`src/rtl/exu_pkg.sv`:
```
// Shared constants and types for the execute stage.
// Assumes a fixed 16-bit instruction word and eight general registers.
package exu_pkg;
    localparam int XLEN     = 16;
    localparam int NREG     = 8;
    localparam int RIDX_W   = $clog2(NREG);
    localparam int IMM_W    = 5;
    localparam int BOFF_W   = 9;

    localparam logic [3:0] OP_BR  = 4'b0000;
    localparam logic [3:0] OP_ADD = 4'b0001;
    localparam logic [3:0] OP_AND = 4'b0101;
    localparam logic [3:0] OP_NOT = 4'b1001;

    typedef struct packed {
        logic n;
        logic z;
        logic p;
    } cc_t;

    localparam cc_t CC_RESET = '{n: 1'b0, z: 1'b1, p: 1'b0};

    // Sign class of a result written to the register file.
    function automatic cc_t cc_from(input logic [XLEN-1:0] v);
        cc_t c;
        c.n = v[XLEN-1];
        c.z = (v == '0);
        c.p = !v[XLEN-1] && (v != '0);
        return c;
    endfunction
endpackage

```
`src/rtl/exu_regfile.sv`:
```
// Register file with two operand read ports, one debug read port and one
// write port. Writes land on the clock edge; reads are combinational.
// Assumes a synchronous active-low reset that clears every entry.
module exu_regfile
    import exu_pkg::*;
(
    input  logic              clk,
    input  logic              rst_n,
    input  logic              we_i,
    input  logic [RIDX_W-1:0] wa_i,
    input  logic [XLEN-1:0]   wd_i,
    input  logic [RIDX_W-1:0] ra1_i,
    input  logic [RIDX_W-1:0] ra2_i,
    input  logic [RIDX_W-1:0] ra3_i,
    output logic [XLEN-1:0]   rd1_o,
    output logic [XLEN-1:0]   rd2_o,
    output logic [XLEN-1:0]   rd3_o
);
    logic [XLEN-1:0] mem_q [NREG];

    // One storage slot per register, each with its own write decode.
    for (genvar g = 0; g < NREG; g++) begin : g_reg
        always_ff @(posedge clk) begin
            if (!rst_n)
                mem_q[g] <= '0;
            else if (we_i && (wa_i == RIDX_W'(g)))
                mem_q[g] <= wd_i;
        end
    end

    // Combinational read ports.
    always_comb begin
        rd1_o = mem_q[ra1_i];
        rd2_o = mem_q[ra2_i];
        rd3_o = mem_q[ra3_i];
    end
endmodule

```
`src/rtl/exu_alu.sv`:
```
// Decodes the register-arithmetic instructions and computes their result.
// Picks the second operand by the mode bit (register or 5-bit immediate).
// Assumes the caller qualifies wr_o with the instruction valid strobe.
module exu_alu
    import exu_pkg::*;
(
    input  logic [15:0]       instr_i,
    input  logic [XLEN-1:0]   src1_i,
    input  logic [XLEN-1:0]   src2_i,
    output logic [RIDX_W-1:0] rs1_o,
    output logic [RIDX_W-1:0] rs2_o,
    output logic [RIDX_W-1:0] rd_o,
    output logic              wr_o,
    output logic [XLEN-1:0]   res_o
);
    logic [3:0]      opc;
    logic [XLEN-1:0] imm_ext;
    logic [XLEN-1:0] opnd_b;

    assign opc   = instr_i[15:12];
    assign rd_o  = instr_i[11:9];
    assign rs1_o = instr_i[8:6];
    assign rs2_o = instr_i[2:0];

    // Second operand selection by the mode bit.
    always_comb begin
        imm_ext = {{(XLEN-IMM_W){instr_i[IMM_W-1]}}, instr_i[IMM_W-1:0]};
        opnd_b  = instr_i[5] ? imm_ext : src2_i;
    end

    // Operation decode and result.
    always_comb begin
        wr_o  = 1'b0;
        res_o = '0;
        unique case (opc)
            OP_ADD: begin wr_o = 1'b1; res_o = src1_i + opnd_b; end
            OP_AND: begin wr_o = 1'b1; res_o = src1_i & opnd_b; end
            OP_NOT: begin wr_o = (instr_i[5:0] == 6'h3F); res_o = ~src1_i; end
            default: ;
        endcase
    end
endmodule

```
`src/rtl/exu_branch.sv`:
```
// Evaluates a conditional branch against the flags and forms the next PC.
// The PC is incremented first; a taken branch adds the 9-bit offset to it.
module exu_branch
    import exu_pkg::*;
(
    input  logic [15:0]     instr_i,
    input  cc_t             cc_i,
    input  logic [XLEN-1:0] pc_i,
    output logic            take_o,
    output logic [XLEN-1:0] pc_next_o
);
    logic [2:0]      mask;
    logic [XLEN-1:0] pc_inc;
    logic [XLEN-1:0] off_ext;

    // Condition test: any selected flag that is set.
    always_comb begin
        mask   = instr_i[11:9];
        take_o = (instr_i[15:12] == OP_BR) && ((mask & {cc_i.n, cc_i.z, cc_i.p}) != 3'b000);
    end

    // Sequential and target addresses.
    always_comb begin
        pc_inc    = pc_i + XLEN'(1);
        off_ext   = {{(XLEN-BOFF_W){instr_i[BOFF_W-1]}}, instr_i[BOFF_W-1:0]};
        pc_next_o = take_o ? (pc_inc + off_ext) : pc_inc;
    end
endmodule

```
`src/rtl/exu_core.sv`:
```
// Execute stage top: register file, ALU, branch unit, flags and PC.
// One instruction is consumed on each edge where instr_vld_i is high.
// Assumes a synchronous active-low reset held for at least one edge.
module exu_core
    import exu_pkg::*;
#(
    parameter logic [15:0] START_PC = 16'h3050
) (
    input  logic        clk,
    input  logic        rst_n,
    input  logic [15:0] instr_i,
    input  logic        instr_vld_i,
    input  logic [2:0]  dbg_sel_i,
    output logic [15:0] dbg_data_o,
    output logic [15:0] pc_o,
    output logic        br_taken_o,
    output logic [2:0]  flags_o
);
    logic [RIDX_W-1:0] rs1, rs2, rd;
    logic [XLEN-1:0]   src1, src2, res, pc_nxt;
    logic              alu_wr, take;
    cc_t               cc_q;
    logic [XLEN-1:0]   pc_q;
    logic              taken_q;

    exu_regfile u_rf (
        .clk(clk), .rst_n(rst_n),
        .we_i(instr_vld_i && alu_wr), .wa_i(rd), .wd_i(res),
        .ra1_i(rs1), .ra2_i(rs2), .ra3_i(dbg_sel_i),
        .rd1_o(src1), .rd2_o(src2), .rd3_o(dbg_data_o)
    );

    exu_alu u_alu (
        .instr_i(instr_i), .src1_i(src1), .src2_i(src2),
        .rs1_o(rs1), .rs2_o(rs2), .rd_o(rd), .wr_o(alu_wr), .res_o(res)
    );

    exu_branch u_br (
        .instr_i(instr_i), .cc_i(cc_q), .pc_i(pc_q),
        .take_o(take), .pc_next_o(pc_nxt)
    );

    // Flags, program counter and branch indication.
    always_ff @(posedge clk) begin
        if (!rst_n) begin
            cc_q    <= CC_RESET;
            pc_q    <= START_PC;
            taken_q <= 1'b0;
        end else begin
            taken_q <= instr_vld_i && take;
            if (instr_vld_i) begin
                pc_q <= pc_nxt;
                if (alu_wr)
                    cc_q <= cc_from(res);
            end
        end
    end

    assign pc_o       = pc_q;
    assign br_taken_o = taken_q;
    assign flags_o    = {cc_q.n, cc_q.z, cc_q.p};
endmodule

```
`config.mk`:
```
export PLATFORM = sky130hd
export DESIGN_NAME = exu_core
export DESIGN_NICKNAME = d
export VERILOG_FILES = /design/src/rtl/exu_pkg.sv /design/src/rtl/exu_regfile.sv /design/src/rtl/exu_alu.sv /design/src/rtl/exu_branch.sv /design/src/rtl/exu_core.sv
export SDC_FILE = /design/constraint.sdc
export NUM_CORES = 1
export LEC_CHECK = 0
export BUFFER_PORTS_ARGS = -buffer_cell sky130_fd_sc_hd__buf_2
export CAP_MARGIN = 20
export CORE_MARGIN = 2
export CORE_UTILIZATION = 60
export CTS_BUF_LIST = sky130_fd_sc_hd__clkbuf_4
export DETAILED_ROUTE_END_ITERATION = 8
export PLACE_DENSITY = 0.83
export SLEW_MARGIN = 20
export SYNTH_ARGS = -nofsm -noshare
export SYNTH_HDL_FRONTEND = slang
export SYNTH_HIERARCHICAL = 1
export SYNTH_SLANG_ARGS = --single-unit
```
`constraint.sdc`:
```
create_clock -name clk -period 5.6 [get_ports clk]
set_clock_uncertainty 0.1 [all_clocks]
set_input_delay 0.28 -clock clk [delete_from_list [all_inputs] [get_ports clk]]
set_output_delay 0.28 -clock clk [all_outputs]
set_load 0.01 [all_outputs]
```
==> flow_summary.yaml <==
cells_and_area:
  drive_above_1_share_pct: 19.59
  multiInputGateArea_um2: 6533
  fin_nets: 1027
  final_common_cell: "nor3_1"
  final_cell_mix: "135 x nor3_1, 128 x edfxtp_1, 84 x mux4_1"
  seqCellArea_um2: 4244
  fill_cells: 1438
  area_growth_pct: 4.161
power_and_ir_drop:
  leakagePower_nw: 4.488
  ir_drop_v: 0.0001162
  p_per_area_nw_per_um2: 212.1
placement:
  pre_cts_slack_ns: 1.023
  gp_congestion: 0.9943
  dp.final_hpwl_mm: 19.32
  portBuffers: 57
die:
  coreArea_um2: 18710
  dieHeight_um: 142.0
  rows: 50
  start_util_pct: 61.09
  die-area_um2: 20170
  ios: 58
  die_x_um: 142.0
clock_tree:
  clkSinkCount: 148
  cts_made_buffers: 17
  cts.clk_slew.worst_paths_ns: 0.14
  htreeDepth: 4
  cts-root-buf: "clkbuf_4"
  clk_latency_ns: 0.58
  clockBufferDepth: 2
  cts_tree: "yes"
  cts_resized: 0
flow_run:
  cap_viol_max_count: 0
synth:
  syn-num-nets: 1019
  dominantRegCellSynth: "edfxtp_1"
  synth_seq_cells: 148
  syn_area_per_cell_um2: 11.92
  synth_edf_count: 128
  yosysWarningCount: 6
  synth_area_um2: 11430
  ys_types: 69
  synth-seq-area-share_pct: 37.14
  ys_async_sr_fraction_pct: 0
  postSynthCellCount: 959
routing:
  drt-initial-drc-count: 862
  drt-total-wl_mm: 29.93
  drc: 0
  first_pass_iters: 5
  drt.antenna.violating_nets: 0
  avgViaCountPerCell: 6.980
  num_vias: 8488
  post_drt_wl_per_cell_um: 24.61
timing:
  rsz0062_at_grt: "no"
  post-route-period-util_pct: 74.64
  post-route-min-period_ns: 4.180
  setup_ws_ns: 1.420
  relSlewSlack_pct: 31.50
  max_slew.worst_pin.slew_ns: 1.027
  fmax_ghz: 0.2393
  hold_violations: 0
  setup_viol: 0
  hold_ws_ns: 0.1604
  final_max_slew_viol_count: 0
  setup_tns_ns: 0
global_routing:
  antenna_found_initial: 1
  grt_pass1_wl_mm: 46.12
  grt_pass1_vias: 8116
  track_usage_pct: 30.36
  overflow: 0
  grt_max_degree: 65
critical_path:
  criticalPathCategory: "flop to flop"
  worstPathArrival_ns: 4.48
  worstSetupStartpointType: "flop"
  end_kind: "flop"
  worstPathMaxFanout: 8
  cp.required_ns: 5.91
worst_hold_path:
  hp-class: "input pin to flop"
status:
  status: "complete, no violations"
-- through the flow --
stage	area (um2)	cells	power (mW)	utilization, %
2_1_floorplan	11430	959	1.740	-
3_3_place_gp	11630	1181	1.873	62.19
3_5_place_dp	11630	1181	1.885	62.19
4_1_cts	11900	1214	2.522	63.61
5_1_grt	11900	1215	2.626	63.62
6_report	11900	1216	2.525	63.63
-- Yosys cell counts (all sizes together) (7+ instances only) --
| library cell | n | share of area (%) |
|---|---|---|
| nor3 | 135 | 5.9 |
| edfxtp | 128 | 34 |
| mux4 | 96 | 22 |
| mux2 | 54 | 5.3 |
| a21oi | 49 | 2.2 |
| o21ai | 48 | 2.2 |
| buf | 43 | 2.9 |
| clkbuf | 43 | 1.7 |
| nand2 | 42 | 1.5 |
| nor2 | 41 | 1.3 |
| ha | 36 | 3.9 |
| inv | 24 | 0.79 |
| xnor2 | 24 | 1.8 |
| mux2i | 21 | 1.8 |
| dfxtp | 20 | 3.5 |
| clkinv | 16 | 0.53 |
| nor2b | 16 | 0.88 |
| nand3 | 14 | 0.61 |
| xor2 | 13 | 1.0 |
| a211oi | 8 | 0.53 |
| nand2b | 7 | 0.38 |
| o21bai | 7 | 0.46 |
| o22ai | 7 | 0.38 |
-- power breakdown --
part,total (mW),internal (mW),leakage (nW),switching (mW)
clock,0.650,0.224,0.142,0.426
sequential,1.26,1.23,1.49,0.0298
combinational,0.614,0.263,2.86,0.351
-- layout make-up --
class | instances | area share [%]
multi-input combinational | 685 | 54.88
antenna | 2 | 0.04205
timing repair buffer | 75 | 3.553
clock inverter | 15 | 1.072
tap | 234 | 2.460
clock buffer | 17 | 1.072
inverter | 40 | 1.261
sequential | 148 | 35.66
-- worst paths after layout --
kind / from / end / slack [ns] / depth (start not counted)
worst max-delay path: u_rf/mem_q[1][0]$_SDFFCE_PN0P_ / u_rf/mem_q[6][12]$_SDFFCE_PN0P_ / 1.42 / 14
worst min-delay path: instr_vld_i / pc_o[12]$_SDFFE_PN1P_ / 0.16 / 3
worst max register to register: u_rf/mem_q[1][0]$_SDFFCE_PN0P_ / u_rf/mem_q[6][12]$_SDFFCE_PN0P_ / 1.42 / 14
worst min register to register: flags_o[2]$_SDFFE_PN0P_ / flags_o[2]$_SDFFE_PN0P_ / 0.46 / 2
-- what timing repair did --
action,CTS,global route
hold endpoints to repair,3,0
buffers inserted,0,0
hold buffers,1,0
-- worst max-delay path, stage by stage (launching register included) --
cell       delay, ns
edfxtp_1        0.44
mux4_1          0.52
mux2_2          0.29
inv_1           0.05
o21ai_0         0.08
ha_1            0.26
fa_1            0.42
a21oi_1         0.19
o21ai_1         0.13
o21ai_2         0.31
a2111oi_4       0.14
o21a_1          0.19
o32ai_1         0.33
clkinv_1        0.31
nor3_1          0.26
-- kinds of logic (layout without fill, tap and decap cells) --
family                   Yosys count  in the layout  share of synthesized area [%]
XOR/XNOR                          37             37                          2.836
AO/OA/AOI/OAI                    155            155                          8.585
adder cells (fa/ha/maj)           38             38                          4.292
flip-flops                       148            148                          37.14
other                              0              2                              0
multiplexers                     171            171                          28.84
buffers and inverters            126            147                          5.912
AND/OR/NAND/NOR                  284            284                          12.39
-- per-layer routing --
layer	track usage, %	vias up	part of all wire, %
met2	49.76	456	49
met4	12.32	0	3.1
met3	5.215	69	9.1
met1	40.63	4146	39
met5	0	-	0
li1	-	3817	-
-- flip-flops by register name, summed over array words and instances (netlist names) --
signal and cells:
br_taken_o 1, u_rf/mem_q 128, flags_o 3, pc_o 16
(Power assumes the default switching activity.)
